--- src/rtl/phy_dly_pkg.sv ---
package phy_dly_pkg;

   // control word field positions
   localparam int unsigned WORD_W    = 32;
   localparam int unsigned ADDR_LSB  = 0;
   localparam int unsigned WDATA_LSB = 8;
   localparam int unsigned RDATA_LSB = 12;
   localparam int unsigned WR_BIT    = 24;
   localparam int unsigned RD_BIT    = 25;
   localparam int unsigned ACK_BIT   = 26;
   localparam int unsigned NIBBLE_W  = 4;
   localparam int unsigned ADDR_FLD_W = 8;

   // start-up delay value of one bank entry
   function automatic logic [NIBBLE_W-1:0] boot_value(input int unsigned idx);
      logic [NIBBLE_W-1:0] v;
      case (idx)
         0, 1:    v = 4'd4;
         6:       v = 4'd9;
         7:       v = 4'd2;
         8:       v = 4'd3;
         default: v = 4'd0;
      endcase
      return v;
   endfunction

endpackage

--- src/rtl/phy_dly_strobe_edge.sv ---
module phy_dly_strobe_edge #(
   parameter int unsigned NUM_STROBES = 2
) (
   input  logic                   clk,
   input  logic                   rst_n,
   input  logic [NUM_STROBES-1:0] level_i,
   output logic [NUM_STROBES-1:0] rise_o
);

   generate
      if (NUM_STROBES < 1) begin : g_bad_cnt
         $error("NUM_STROBES must be at least 1");
      end
   endgenerate

   for (genvar g = 0; g < NUM_STROBES; g++) begin : g_edge
      logic prev_q;

      always_ff @(posedge clk or negedge rst_n) begin
         if (!rst_n) prev_q <= 1'b0;
         else        prev_q <= level_i[g];
      end

      assign rise_o[g] = level_i[g] & ~prev_q;


      single_pulse_chk: assert property (@(posedge clk) disable iff (!rst_n)
         rise_o[g] |=> !rise_o[g]);
   end

endmodule

--- src/rtl/phy_dly_regfile.sv ---
module phy_dly_regfile #(
   parameter int unsigned NUM_ENTRIES = 9,
   parameter int unsigned DATA_W      = 4,
   parameter int unsigned IDX_W       = 8
) (
   input  logic                          clk,
   input  logic                          rst_n,
   input  logic                          we_i,
   input  logic [IDX_W-1:0]              waddr_i,
   input  logic [DATA_W-1:0]             wdata_i,
   input  logic [IDX_W-1:0]              raddr_i,
   output logic [DATA_W-1:0]             rdata_o,
   output logic [NUM_ENTRIES*DATA_W-1:0] bank_o
);

   localparam int unsigned BANK_W = NUM_ENTRIES * DATA_W;

   generate
      if (NUM_ENTRIES < 1 || NUM_ENTRIES > (1 << IDX_W)) begin : g_bad_depth
         $error("NUM_ENTRIES does not fit the index width");
      end
      if (DATA_W < 1 || DATA_W > phy_dly_pkg::NIBBLE_W) begin : g_bad_width
         $error("DATA_W must be 1..4");
      end
   endgenerate

   logic [NUM_ENTRIES-1:0][DATA_W-1:0] ent_q;

   for (genvar g = 0; g < NUM_ENTRIES; g++) begin : g_ent
      localparam logic [DATA_W-1:0] BOOT = DATA_W'(phy_dly_pkg::boot_value(g));
      logic hit;
      assign hit = we_i && (waddr_i == IDX_W'(g));

      always_ff @(posedge clk or negedge rst_n) begin
         if (!rst_n)   ent_q[g] <= BOOT;
         else if (hit) ent_q[g] <= wdata_i;
      end


      entry_hold_chk: assert property (@(posedge clk) disable iff (!rst_n)
         !(we_i && waddr_i == IDX_W'(g)) |=> $stable(bank_o[g*DATA_W +: DATA_W]));
   end

   always_comb begin
      rdata_o = '0;
      for (int i = 0; i < NUM_ENTRIES; i++) begin
         if (raddr_i == IDX_W'(i)) rdata_o = ent_q[i];
      end
   end

   assign bank_o = BANK_W'(ent_q);


   bad_addr_chk: assert property (@(posedge clk) disable iff (!rst_n)
      (we_i && int'(waddr_i) >= NUM_ENTRIES) |=> $stable(bank_o));

endmodule

--- src/rtl/phy_dly_host_port.sv ---
module phy_dly_host_port #(
   parameter int unsigned         HOST_ADDR_W = 12,
   parameter logic [31:0]         PORT_OFFSET = 32'h10,
   parameter int unsigned         DATA_W      = 4,
   parameter int unsigned         PHY_ADDR_W  = 8
) (
   input  logic                   clk,
   input  logic                   rst_n,
   input  logic                   wr_en_i,
   input  logic [HOST_ADDR_W-1:0] addr_i,
   input  logic [31:0]            wdata_i,
   output logic [31:0]            rdata_o,
   output logic [PHY_ADDR_W-1:0]  phy_addr_o,
   output logic [DATA_W-1:0]      phy_wdata_o,
   output logic                   wr_lvl_o,
   output logic                   rd_lvl_o,
   input  logic                   wr_rise_i,
   input  logic                   rd_rise_i,
   input  logic [DATA_W-1:0]      rd_value_i
);

   import phy_dly_pkg::*;

   generate
      if (PHY_ADDR_W < 1 || PHY_ADDR_W > ADDR_FLD_W) begin : g_bad_addr
         $error("PHY_ADDR_W must be 1..8");
      end
      if (HOST_ADDR_W < 5 || HOST_ADDR_W > 32) begin : g_bad_host
         $error("HOST_ADDR_W must be 5..32");
      end
   endgenerate

   logic                  sel;
   logic                  sel_wr;
   logic [PHY_ADDR_W-1:0] addr_q;
   logic [DATA_W-1:0]     wdat_q;
   logic                  wr_q;
   logic                  rd_q;
   logic                  ack_q;
   logic [DATA_W-1:0]     rdat_q;
   logic [31:0]           word;

   assign sel    = (addr_i == HOST_ADDR_W'(PORT_OFFSET));
   assign sel_wr = wr_en_i && sel;

   always_ff @(posedge clk or negedge rst_n) begin
      if (!rst_n) begin
         addr_q <= '0;
         wdat_q <= '0;
         wr_q   <= 1'b0;
         rd_q   <= 1'b0;
      end else if (sel_wr) begin
         addr_q <= wdata_i[ADDR_LSB +: PHY_ADDR_W];
         wdat_q <= wdata_i[WDATA_LSB +: DATA_W];
         wr_q   <= wdata_i[WR_BIT];
         rd_q   <= wdata_i[RD_BIT];
      end
   end

   always_ff @(posedge clk or negedge rst_n) begin
      if (!rst_n)                       ack_q <= 1'b0;
      else if (wr_rise_i || rd_rise_i)  ack_q <= 1'b1;
      else if (!wr_q && !rd_q)          ack_q <= 1'b0;
   end

   always_ff @(posedge clk or negedge rst_n) begin
      if (!rst_n)         rdat_q <= '0;
      else if (rd_rise_i) rdat_q <= rd_value_i;
   end

   always_comb begin
      word = '0;
      word[ADDR_LSB  +: PHY_ADDR_W] = addr_q;
      word[WDATA_LSB +: DATA_W]     = wdat_q;
      word[RDATA_LSB +: DATA_W]     = rdat_q;
      word[WR_BIT]                  = wr_q;
      word[RD_BIT]                  = rd_q;
      word[ACK_BIT]                 = ack_q;
   end

   assign rdata_o     = sel ? word : 32'h0;
   assign phy_addr_o  = addr_q;
   assign phy_wdata_o = wdat_q;
   assign wr_lvl_o    = wr_q;
   assign rd_lvl_o    = rd_q;


   ack_set_chk: assert property (@(posedge clk) disable iff (!rst_n)
      (wr_rise_i || rd_rise_i) |=> ack_q);


   ack_clear_chk: assert property (@(posedge clk) disable iff (!rst_n)
      (!wr_lvl_o && !rd_lvl_o) |=> !ack_q);


   rdata_hold_chk: assert property (@(posedge clk) disable iff (!rst_n)
      !rd_rise_i |=> $stable(rdat_q));


   offset_ignore_chk: assert property (@(posedge clk) disable iff (!rst_n)
      (wr_en_i && !sel) |=> $stable({addr_q, wdat_q, wr_q, rd_q}));

endmodule

--- src/rtl/phy_dly_bridge.sv ---
module phy_dly_bridge #(
   parameter int unsigned HOST_ADDR_W = 12,
   parameter logic [31:0] PORT_OFFSET = 32'h10,
   parameter int unsigned NUM_ENTRIES = 9,
   parameter int unsigned DATA_W      = 4,
   parameter int unsigned PHY_ADDR_W  = 8
) (
   input  logic                          clk,
   input  logic                          rst_n,
   input  logic                          host_wr_en,
   input  logic [HOST_ADDR_W-1:0]        host_addr,
   input  logic [31:0]                   host_wdata,
   output logic [31:0]                   host_rdata,
   output logic [NUM_ENTRIES*DATA_W-1:0] dly_bank_o
);

   localparam int unsigned STB_WR = 0;
   localparam int unsigned STB_RD = 1;
   localparam int unsigned NUM_STB = 2;

   logic [PHY_ADDR_W-1:0] phy_addr;
   logic [DATA_W-1:0]     phy_wdata;
   logic [DATA_W-1:0]     phy_rdata;
   logic [NUM_STB-1:0]    lvl;
   logic [NUM_STB-1:0]    rise;

   phy_dly_host_port #(
      .HOST_ADDR_W (HOST_ADDR_W),
      .PORT_OFFSET (PORT_OFFSET),
      .DATA_W      (DATA_W),
      .PHY_ADDR_W  (PHY_ADDR_W)
   ) u_port (
      .clk         (clk),
      .rst_n       (rst_n),
      .wr_en_i     (host_wr_en),
      .addr_i      (host_addr),
      .wdata_i     (host_wdata),
      .rdata_o     (host_rdata),
      .phy_addr_o  (phy_addr),
      .phy_wdata_o (phy_wdata),
      .wr_lvl_o    (lvl[STB_WR]),
      .rd_lvl_o    (lvl[STB_RD]),
      .wr_rise_i   (rise[STB_WR]),
      .rd_rise_i   (rise[STB_RD]),
      .rd_value_i  (phy_rdata)
   );

   phy_dly_strobe_edge #(
      .NUM_STROBES (NUM_STB)
   ) u_edge (
      .clk     (clk),
      .rst_n   (rst_n),
      .level_i (lvl),
      .rise_o  (rise)
   );

   phy_dly_regfile #(
      .NUM_ENTRIES (NUM_ENTRIES),
      .DATA_W      (DATA_W),
      .IDX_W       (PHY_ADDR_W)
   ) u_bank (
      .clk     (clk),
      .rst_n   (rst_n),
      .we_i    (rise[STB_WR]),
      .waddr_i (phy_addr),
      .wdata_i (phy_wdata),
      .raddr_i (phy_addr),
      .rdata_o (phy_rdata),
      .bank_o  (dly_bank_o)
   );

endmodule

--- config.mk ---
export PLATFORM = sky130hd
export DESIGN_NAME = phy_dly_bridge
export DESIGN_NICKNAME = d
export VERILOG_FILES = /design/src/rtl/phy_dly_pkg.sv /design/src/rtl/phy_dly_strobe_edge.sv /design/src/rtl/phy_dly_regfile.sv /design/src/rtl/phy_dly_host_port.sv /design/src/rtl/phy_dly_bridge.sv
export SDC_FILE = /design/constraint.sdc
export NUM_CORES = 1
export LEC_CHECK = 0
export ABC_AREA = 1
export BUFFER_PORTS_ARGS = -buffer_cell sky130_fd_sc_hd__buf_2
export CELL_PAD_IN_SITES_DETAIL_PLACEMENT = 0
export CELL_PAD_IN_SITES_GLOBAL_PLACEMENT = 1
export CORE_ASPECT_RATIO = 1.2
export CORE_UTILIZATION = 37
export CTS_CLUSTER_SIZE = 20
export DETAILED_ROUTE_END_ITERATION = 10
export GPL_ROUTABILITY_DRIVEN = 0
export PLACE_DENSITY = 0.87
export SYNTH_ARGS = -nofsm -noshare
export SYNTH_HDL_FRONTEND = slang
export SYNTH_SLANG_ARGS = --single-unit
--- constraint.sdc ---
create_clock -name clk -period 3.2 [get_ports clk]
set_input_delay 0.8 -clock clk [delete_from_list [all_inputs] [get_ports clk]]
set_output_delay 0.8 -clock clk [all_outputs]
set_load 0.005 [all_outputs]
# Yosys cells after proc, flatten, opt, wreduce, memory -nomap -nowiden
# Index checks and enable logic that the tools add are counted.
op_classes:
  eq_ne: 9
  mux: 12
  n_bitwise: 4
  n_reduce_logical: 16
ops:
  columns: ["cell", "count"]
  rows:
  - ["two-way mux 4 bit", 9]
  - ["== test 8 x 3 -> 1 bit (second input constant)", 4]
  - ["two-way mux 27 bit", 1]
  - ["== test 8 x 2 -> 1 bit (second input constant)", 2]
  - ["== test 12 x 5 -> 1 bit (second input constant)", 1]
  - ["logical AND 1 bit", 11]
  - ["== test 8 x 1 -> 1 bit (second input constant)", 1]
  - ["== test 8 x 4 -> 1 bit (second input constant)", 1]
  - ["zero test 8 bit", 1]
  - ["AND 1 bit", 2]
  - ["zero test 1 bit", 2]
  - ["two-way mux 1 bit", 2]
  - ["inverter 1 bit", 2]
  - ["nonzero test 2 bit", 1]
  - ["logical OR 1 bit", 1]
word_totals:
  regBits: 57
  in_bits: 47
  output_inout_bits: 68
  word_cells: 58

# Depth between registers and ports, before layout
# Gate-level depths: netlist (run 1).
logic_depth:
  ltp_word: 10
  mapped_depth: 11
  mapped_depth_nobuf: 11

# By module
# From an unflattened synthesis (run 1), not the netlist that was laid out.
hier_totals:
  hier_cells: 383
  hier_area_um2: 3011.6
by_module_without_submodules:
  columns: ["mod", "instances", "cells_each", "area_per_inst_um2", "seq_area_each_um2"]
  rows:
  - ["phy_dly_regfile", 1, 233, 1813.0, 909.6]
  - ["phy_dly_host_port", 1, 144, 1128.6, 475.5]
  - ["phy_dly_strobe_edge", 1, 6, 70.1, 50.0]

# Least setup slack after synthesis (run 1)
# Ideal clock, no wire load.
synth_path:
  path_kind: "in2out"
  start: "input host_addr[5]"
  end: "output host_rdata[10]"
  arrival_ns: 1.690
  required_ns: 2.400
  path_slack_ns: 0.710
  cell_stages: 6
  n_path_buf: 1
  cell_sequence: "inv_1 -> nand2_1 -> nor4_4 -> nand2_1 -> clkbuf_1 -> nor2_1"
synth_via:
  elab_chain_cells: 2
synth_rtl:
  columns: ["item", "line", "source"]
  rows:
  - ["start: declaration", "phy_dly_bridge.sv:11", "input logic [HOST_ADDR_W-1:0] host_addr,"]
  - ["== test 12 x 5 -> 1 bit", "phy_dly_host_port.sv:43", "assign sel = (addr_i == HOST_ADDR_W'(PORT_OFFSET));"]
  - ["two-way mux 27 bit", "phy_dly_host_port.sv:81", "assign rdata_o = sel ? word : 32'h0;"]
  - ["end: declaration", "phy_dly_bridge.sv:13", "output logic [31:0] host_rdata,"]
# No other way between the ends.

# Worst setup path in the final report (run 1)
layout_path:
  start: "input host_addr[5]"
  end: "output host_rdata[3]"
# Same word-level chain as after synthesis.

==> results of run 1 <==
## worst max-delay path: stages
cell     delay [ns]
buf_2          0.10
inv_1          0.04
nand2_1        0.07
nor4_4         0.26
nand2_1        0.44
nor2_1         0.24
buf_2          0.15
## routing by layer
layer | vias up | wire length [um]
met4 | 0 | 111
li1 | 1198 | -
met5 | - | 0
met1 | 1109 | 2800
met2 | 77 | 3570
met3 | 10 | 394
## cell usage after synthesis, drive strengths merged
cell	instances	area [um^2]
conb	1	3.75
o2111ai	1	8.76
o21ai	37	185
nor2	44	168
a21oi	4	20.0
mux2	14	195
nor4	2	33.8
inv	34	128
and3	2	12.5
nand2	84	318
clkbuf	1	3.75
nor3	4	30.0
dfstp	7	184
nand4	6	52.6
nand3	17	90.1
dfrtp	50	1250
buf	15	116
## through the flow
step,hold slack [ns],utilization,instance area (um^2),cells
after CTS,0.412,0.476,3470,509
after global routing,0.425,0.476,3470,509
after floorplan,0.374,-,2850,335
after detailed placement,0.403,0.450,3270,493
after global placement,0.389,0.450,3270,493
final,0.409,0.476,3470,509
## cells by family after synthesis
group	share of synthesized area
simple gates	0.252
flops	0.513
buf+inv	0.0885
compound gates	0.0764
mux	0.0697
other cells	0.00134
## cell type report
type | count | area (um^2) | share of cell area
sequential | 57 | 1440 | 0.414
multi-input combinational | 228 | 1160 | 0.335
timing repair buffer | 84 | 435 | 0.126
clock buffer | 14 | 183 | 0.0527
inverter | 34 | 128 | 0.0368
tap | 90 | 113 | 0.0325
clock inverter | 2 | 10.0 | 0.00289
## report_power, final
| group | total (mW) | switching (mW) | internal (mW) |
|---|---|---|---|
| registers | 0.725 | 0.00140 | 0.723 |
| logic | 0.0498 | 0.0310 | 0.0188 |
| clock network | 0.643 | 0.280 | 0.363 |
## worst max-delay path by stage
stage | start | to
floorplan | host_addr[5] | host_rdata[10]
global placement | host_addr[5] | host_rdata[5]
detailed placement | host_addr[5] | host_rdata[5]
CTS | host_addr[5] | host_rdata[5]
global route | host_addr[5] | host_rdata[3]
finish | host_addr[5] | host_rdata[3]
## sequential cells by signal, summed over array words and instances (netlist names)
| signal | cells |
|---|---|
| u_port.rd_lvl_o | 1 |
| u_port.phy_addr_o | 8 |
| u_port.phy_wdata_o | 4 |
| u_edge.g_edge.prev_q | 2 |
| u_port.ack_q | 1 |
| u_port.wr_lvl_o | 1 |
| u_bank.bank_o | 36 |
| u_port.rdat_q | 4 |
==> flow_metrics.py, run 1 <==
metrics = {
    "floorplanning": {
        "ioPinCount": 115,
        "initial_core_util": 0.385,
        "die_w_um": 81.4,
        "core_um2": 7270,
        "core.rowCount": 34,
        "die_h_um": 97.3,
        "die_area_um2": 7920,
    },
    "clock_network": {
        "clockBufferDepth": 2,
        "cts_sinks": 57,
        "root_buffer": "clkbuf_8",
        "cts_hold_buf": 0,
        "cts_buffers": 9,
        "htreeDepth": 3,
        "clock_latency_ns": 0.33,
        "cts_tree": "yes",
        "clk_pin_slew_ns": 0.06,
        "post_cts_resized": 0,
        "postCtsSetupBuffers": 0,
    },
    "synthesis": {
        "ys_seq_area_frac": 0.513,
        "yosys_warnings": 0,
        "netlist_area_um2": 2800,
        "syn-mean-instance-area_um2": 8.67,
        "ys_seq_elements": 57,
        "ys_types": 26,
        "synth_cells": 323,
    },
    "min_path": {
        "worstHoldPathCells": 0,
        "min_from": "u_port.wr_lvl_o",
        "whs_endpoint": "u_edge.g_edge[0].prev_q",
        "hold_path_class": "flip-flop to flip-flop",
    },
    "flow_run": {
        "max-cap-violations": 0,
    },
    "global_route": {
        "antenna_found_initial": 0,
        "met2_usage": 0.310,
        "grt-busiest-layer": "met2",
        "grt_start_max_net_pins": 58,
        "grt_pass1_wl_um": 11000,
        "use_met1": 0.227,
        "use_met3": 0.0357,
        "gr-total-overflow": 0,
        "first_global_vias": 2280,
        "grt_usage": 0.188,
    },
    "finish": {
        "syn2layout_area_growth_pct": 23.8,
        "n_fill_cell": 711,
        "fin_nets": 461,
        "diodes": 0,
        "layout-drive-gt1-share": 0.310,
        "final_cell_mix": "nand2_1 (83), buf_2 (83), dfrtp_1 (50)",
    },
    "timing": {
        "timing.fmax_mhz": 345,
        "maxSlewHeadroom": 0.488,
        "layout_min_cycle_time_ns": 2.90,
        "rsz0062_at_grt": "false",
        "drv_slew": 0,
        "clock_skew_ns": 0.00846,
        "tns_ns": 0,
        "setup_ws_ns": 0.297,
        "hold_viol": 0,
        "tightest_slew_ns": 0.764,
        "setup_viol": 0,
        "fin_crit_sh": 0.907,
    },
    "place": {
        "dpl.hpwl_um": 5020,
        "post-place-ws_ns": 0.270,
        "port_buffers": 83,
    },
    "critical_path": {
        "crit_arrival_ns": 2.10,
        "rr_startpoint": "u_port.wr_lvl_o",
        "critPathRequiredTime_ns": 2.40,
        "rrSetupSlack_ns": 1.48,
        "crit_path_end_kind": "primary output",
        "critical_path.max_fanout": 19,
        "ff2ff_path_depth": 5,
        "r2r-end": "u_bank.bank_o[4]",
        "critical_path_class": "input port to primary output",
        "critPathLaunchType": "input port",
    },
    "detailed_routing": {
        "drt-pass1-iter-count": 4,
        "viasPerCell": 4.70,
        "vias": 2394,
        "drc": 0,
        "routedWlPerCell_um": 13.5,
        "drt_iter0_drc": 141,
        "ant_nets": 0,
        "wl_um": 6880,
    },
    "run_status": {
        "status": "finished clean",
    },
    "pwr": {
        "p_leak_nw": 1.82,
        "vdd_drop_max_v": 0.000180,
        "report.power.total_mw": 1.42,
        "power_density_nw_per_um2": 409,
    },
}
Note: power is estimated with default switching activity, not from simulation.
==> run 2: changes to the inputs <==
- ABC_AREA: 1 -> unset
- CORE_MARGIN: unset -> 4
- CORE_UTILIZATION: 37 -> 40
- PLACE_DENSITY: 0.87 -> 0.88
==> run 2 against run 1 <==
Routed wire length increased by 0.47%. Combinational power shrank 9.8%. Clock skew decreased by 0.0021 ns. Fmax rose by 4.2%. Cell count shrank 18%. Critical path type unchanged. Critical path depth is 2 lower. Sequential power is 0.8% higher. Cell area is 1.4% higher.
==> flow_metrics.py, run 2 <==
metrics = {
    "run_status": {
        "status": "finished clean",
    },
    "critical_path": {
        "path_cells": "buf_2 > nor4_1 > and3_1 > and2_1 > buf_2",
        "critical_path_class": "input port to primary output",
        "ff2ff_path_depth": 5,
        "critPathSlowestCell": "and3_1",
        "crit_path_end_kind": "primary output",
        "crit_start": "host_addr[6]",
        "endpoint": "host_rdata[2]",
        "rrSetupSlack_ns": 0.97,
        "rr_startpoint": "u_port.phy_addr_o[7]",
        "critPathLaunchType": "input port",
        "critical_path.max_fanout": 20,
        "crit_arrival_ns": 1.98,
        "critPathRequiredTime_ns": 2.40,
        "max_stage_delay_ns": 0.50,
        "crit_path_frequent_cell": "buf_2",
        "r2r-end": "u_bank.bank_o[9]",
    },
    "synthesis": {
        "ys_seq_elements": 57,
        "synth_top_area_share": 0.433,
        "ys_types": 42,
        "synthTopCellsByCount": "dfrtp_1 (50), mux2_2 (47), and2_1 (20)",
        "synth_area_leaders": "dfrtp_1 (43%), mux2_2 (18%), dfstp_2 (6.4%), and2_1 (4.3%), buf_4 (3.4%)",
        "synth_edf_count": 0,
        "yosys_warnings": 0,
        "yosys_most_used_dff": "dfrtp_1",
        "synthArstFlopShare": 1.00,
        "ys_seq_area_frac": 0.497,
        "netlist_area_um2": 2890,
        "post-synth-top-count-cell": "dfrtp_1",
        "synth_cells": 245,
        "syn-mean-instance-area_um2": 11.8,
        "yosysTopAreaCell": "dfrtp_1",
    },
    "clock_network": {
        "clock_latency_ns": 0.34,
        "cts_buffers": 9,
        "postCtsSetupBuffers": 0,
        "clockBufferDepth": 2,
        "clk_pin_slew_ns": 0.06,
        "cts_hold_buf": 0,
        "cts_tree": "yes",
        "root_buffer": "clkbuf_8",
        "cts_sinks": 57,
        "post_cts_resized": 0,
        "htreeDepth": 3,
    },
    "finish": {
        "final_cell_mix": "buf_2 (83), dfrtp_1 (50), mux2_2 (47)",
        "final_cell_area_um2": 3520,
        "largest_register_ffs": 36,
        "fin_nets": 373,
        "diodes": 0,
        "final_util": 0.507,
        "syn2layout_area_growth_pct": 21.7,
        "layout_commonest_cell": "buf_2",
        "layout-drive-gt1-share": 0.489,
    },
    "detailed_routing": {
        "drt-pass1-iter-count": 4,
        "routedWlPerCell_um": 16.5,
        "drt_iter0_drc": 96,
        "ant_nets": 0,
        "wl_um": 6910,
        "viasPerCell": 4.99,
        "drc": 0,
        "vias": 2086,
    },
    "pwr": {
        "seqPwrFrac": 0.512,
        "power.share.clock": 0.456,
        "combPwrFrac": 0.031,
        "vdd_drop_max_v": 0.000199,
        "p_int_mw": 1.12,
        "power_density_nw_per_um2": 406,
        "p_leak_nw": 1.83,
        "p_sw_frac": 0.212,
        "report.power.total_mw": 1.43,
        "power_switching_mw": 0.303,
    },
    "min_path": {
        "hold_path_class": "input port to asynchronous set/reset pin",
    },
    "flow_run": {
        "max-cap-violations": 0,
    },
    "timing": {
        "setup_viol": 0,
        "layout_min_cycle_time_ns": 2.78,
        "fin_crit_sh": 0.870,
        "hold_viol": 0,
        "tns_ns": 0,
        "timing.fmax_mhz": 359,
        "tightest_slew_ns": 0.903,
        "drv_slew": 0,
        "clock_skew_ns": 0.00632,
        "setup_ws_ns": 0.415,
        "rsz0062_at_grt": "false",
        "maxSlewHeadroom": 0.398,
    },
    "global_route": {
        "first_global_vias": 2105,
        "grt_usage": 0.168,
        "grt_pass1_wl_um": 11000,
        "grt_start_max_net_pins": 33,
        "antenna_found_initial": 0,
        "gr-total-overflow": 0,
    },
    "place": {
        "place_area_um2": 3330,
        "dpl.hpwl_um": 5120,
        "port_buffers": 83,
        "post-place-ws_ns": 0.387,
    },
    "floorplanning": {
        "die_area_um2": 8650,
        "die_w_um": 85.6,
        "die_h_um": 101,
        "ioPinCount": 115,
        "initial_core_util": 0.416,
        "core.rowCount": 33,
        "core_um2": 6940,
    },
}
run 2: cell count changes after synthesis, sizes merged, moves of 4 or more:
cell	delta
nand4	-5
mux2	+38
a31oi	+5
o21ai	-30
nor2	-38
inv	-31
nand3	-15
and2	+20
clkbuf	+11
nand2	-68
or3	+4
nor2b	+6
run 2: stage by stage:
stage / hold slack [ns] / instances
global route: 0.477 / 418
finish: 0.467 / 418
CTS: 0.454 / 418
global placement: 0.441 / 402
floorplan: 0.407 / 257
detailed placement: 0.462 / 402
run 2: metal layers:
metal / GRT usage / share of wire / wire (um) / vias up
met3: 0.0466 / 0.063 / 436 / 12
met1: 0.207 / 0.43 / 2960 / 1010
met5: 0 / 0 / 0 / -
met2: 0.277 / 0.49 / 3400 / 66
li1: - / - / - / 998
met4: 0.0694 / 0.017 / 119 / 0
run 2: worst min path at each step:
stage / from / to / slack (ns)
4_1_cts: rst_n / u_port.wr_lvl_o / 0.45
6_report: rst_n / u_port.wr_lvl_o / 0.47
5_1_grt: rst_n / u_port.ack_q / 0.48
2_1_floorplan: u_port.rd_lvl_o / u_edge.g_edge[1].prev_q / 0.41
3_3_place_gp: u_port.rd_lvl_o / u_edge.g_edge[1].prev_q / 0.44
3_5_place_dp: u_port.rd_lvl_o / u_edge.g_edge[1].prev_q / 0.46
run 2: kinds of logic after synthesis:
group                  synth area share
and+or+nand+nor                   0.163
other                           0.00130
buffers and inverters            0.0598
DFF                               0.497
AOI/OAI and AO/OA                0.0502
muxes                             0.229
run 2: cell type report:
| cell class | count | area (um^2) |
|---|---|---|
| multi-input combinational | 168 | 1330 |
| inverter | 3 | 11.3 |
| timing repair buffer | 87 | 445 |
| clock buffer | 13 | 149 |
| sequential | 57 | 1440 |
| clock inverter | 3 | 40.0 |
| fill | 646 | 3420 |
| tap | 87 | 109 |
run 2: power groups by stage:
stage	sequential (mW)	combinational, mW	clock [mW]
3_5_place_dp	0.743	0.0458	0
3_3_place_gp	0.743	0.0445	0
4_1_cts	0.730	0.0460	0.675
2_1_floorplan	0.741	0.0245	0
5_1_grt	0.730	0.0527	0.705
6_report	0.731	0.0449	0.650
run 2: critical path: cells and delay by family:
kind          cells  cell delay (ns)
simple gates      3             0.97
buf+inv           2             0.20
==> run 3: changes to the inputs <==
- CORE_ASPECT_RATIO: 1.2 -> 1.5
==> run 3 against run 2 <==
Non-clock buffer count shrank 1. First-iteration DRC count grew 9.4%. Clock skew is essentially flat. Sequential cell count is the same. Via count shrank 0.14%. Fmax is essentially flat. Hold slack lost 0.0047 ns. Cell area shrank 0.43%. Worst setup slack lost 0.0016 ns. Cell count shrank 2.4%. Core utilization shrank 0.27 points. Critical endpoint is now host_rdata[9]. Largest power group unchanged.
==> flow_metrics.py, run 3 (same netlist as run 2, synthesis figures left out) <==
metrics = {
    "run_status": {
        "status": "finished clean",
    },
    "pwr": {
        "p_leak_nw": 1.83,
        "report.power.total_mw": 1.41,
        "vdd_drop_max_v": 0.000248,
        "power_density_nw_per_um2": 403,
    },
    "critical_path": {
        "path_cells": "buf_2 > nor4b_1 > and3_1 > and2_1 > buf_2",
        "ff2ff_path_depth": 5,
        "rr_startpoint": "u_port.phy_addr_o[7]",
        "crit_path_end_kind": "primary output",
        "critPathLaunchType": "input port",
        "crit_arrival_ns": 1.99,
        "cp.buffers_inverters": 2,
        "crit_start": "host_addr[1]",
        "critical_path_class": "input port to primary output",
        "critPathRequiredTime_ns": 2.40,
        "endpoint": "host_rdata[9]",
        "path_depth": 5,
        "critical_path.max_fanout": 20,
        "critPathSlowestCell": "and3_1",
        "rrSetupSlack_ns": 0.95,
        "max_stage_delay_ns": 0.51,
        "r2r-end": "u_bank.bank_o[13]",
        "crit_path_frequent_cell": "buf_2",
        "path_delay_family": "simple AND/OR/NAND/NOR gates",
    },
    "floorplanning": {
        "die_w_um": 77.4,
        "die_area_um2": 8670,
        "ioPinCount": 115,
        "core.rowCount": 37,
        "initial_core_util": 0.416,
        "core_um2": 6940,
        "die_h_um": 112,
    },
    "clock_network": {
        "clock_latency_ns": 0.34,
        "cts_buffers": 9,
        "cts_hold_buf": 0,
        "cts_tree": "yes",
        "clockBufferDepth": 2,
        "root_buffer": "clkbuf_8",
        "cts_sinks": 57,
        "postCtsSetupBuffers": 0,
        "post_cts_resized": 0,
        "htreeDepth": 3,
        "clk_pin_slew_ns": 0.06,
    },
    "timing": {
        "tns_ns": 0,
        "drv_slew": 0,
        "rsz0062_at_grt": "false",
        "maxSlewHeadroom": 0.348,
        "clock_skew_ns": 0.00670,
        "layout_min_cycle_time_ns": 2.79,
        "timing.fmax_mhz": 359,
        "setup_viol": 0,
        "hold_viol": 0,
        "tightest_slew_ns": 0.978,
        "fin_crit_sh": 0.871,
        "setup_ws_ns": 0.414,
    },
    "detailed_routing": {
        "drt-pass1-iter-count": 4,
        "viasPerCell": 5.11,
        "drc": 0,
        "vias": 2083,
        "ant_nets": 0,
        "wl_um": 7070,
        "drt_iter0_drc": 105,
        "routedWlPerCell_um": 17.3,
    },
    "place": {
        "place_area_um2": 3310,
        "dpl.hpwl_um": 5320,
        "post-place-ws_ns": 0.364,
        "port_buffers": 83,
    },
    "global_route": {
        "gr-total-overflow": 0,
        "first_global_vias": 2130,
        "grt_start_max_net_pins": 45,
        "grt_pass1_wl_um": 11400,
        "grt_usage": 0.171,
        "antenna_found_initial": 0,
    },
    "finish": {
        "largest_register_ffs": 36,
        "final_cell_mix": "buf_2 (83), dfrtp_1 (50), mux2_2 (47)",
        "layout-drive-gt1-share": 0.494,
        "layout_commonest_cell": "buf_2",
        "diodes": 0,
        "fin_nets": 372,
        "final_util": 0.504,
        "final_cell_area_um2": 3500,
        "n_fill_cell": 628,
        "syn2layout_area_growth_pct": 21.2,
    },
    "min_path": {
        "hold_path_class": "flip-flop to flip-flop",
    },
    "flow_run": {
        "max-cap-violations": 0,
    },
}
==> run 3: worst min path at each step <==
stage                          startpoint                      end  cells after the start
after detailed placement  u_port.rd_lvl_o  u_edge.g_edge[1].prev_q                      0
after floorplan           u_port.rd_lvl_o  u_edge.g_edge[1].prev_q                      0
after global routing      u_port.rd_lvl_o  u_edge.g_edge[1].prev_q                      0
after global placement    u_port.rd_lvl_o  u_edge.g_edge[1].prev_q                      0
after CTS                 u_port.rd_lvl_o  u_edge.g_edge[1].prev_q                      0
final                     u_port.rd_lvl_o  u_edge.g_edge[1].prev_q                      0
==> run 3: layer usage <==
metal,vias up,global-route usage,share of wire
li1,997,-,-
met4,0,0.0606,0.015
met1,1021,0.200,0.40
met5,-,0,0
met2,57,0.300,0.54
met3,8,0.0457,0.041
==> run 3: report_power, final <==
part | switching, mW | total, mW | internal (mW)
combinational | 0.0271 | 0.0448 | 0.0177
clock | 0.272 | 0.635 | 0.363
sequential | 0.00420 | 0.730 | 0.726
==> run 3: cell type report <==
type	instances	area, um^2	share of cell area
Inverter	3	11.3	0.00322
Clock buffer	14	183	0.0522
Tap cell	78	97.6	0.0279
Timing Repair Buffer	86	438	0.125
Clock inverter	2	10.0	0.00286
Sequential cell	57	1440	0.410
Multi-Input combinational cell	168	1330	0.379
==> run 3: through the flow <==
stage	hold WS, ns	instances
finish	0.462	408
global route	0.493	408
CTS	0.469	408
detailed placement	0.449	392
global placement	0.444	392
floorplan	0.407	257
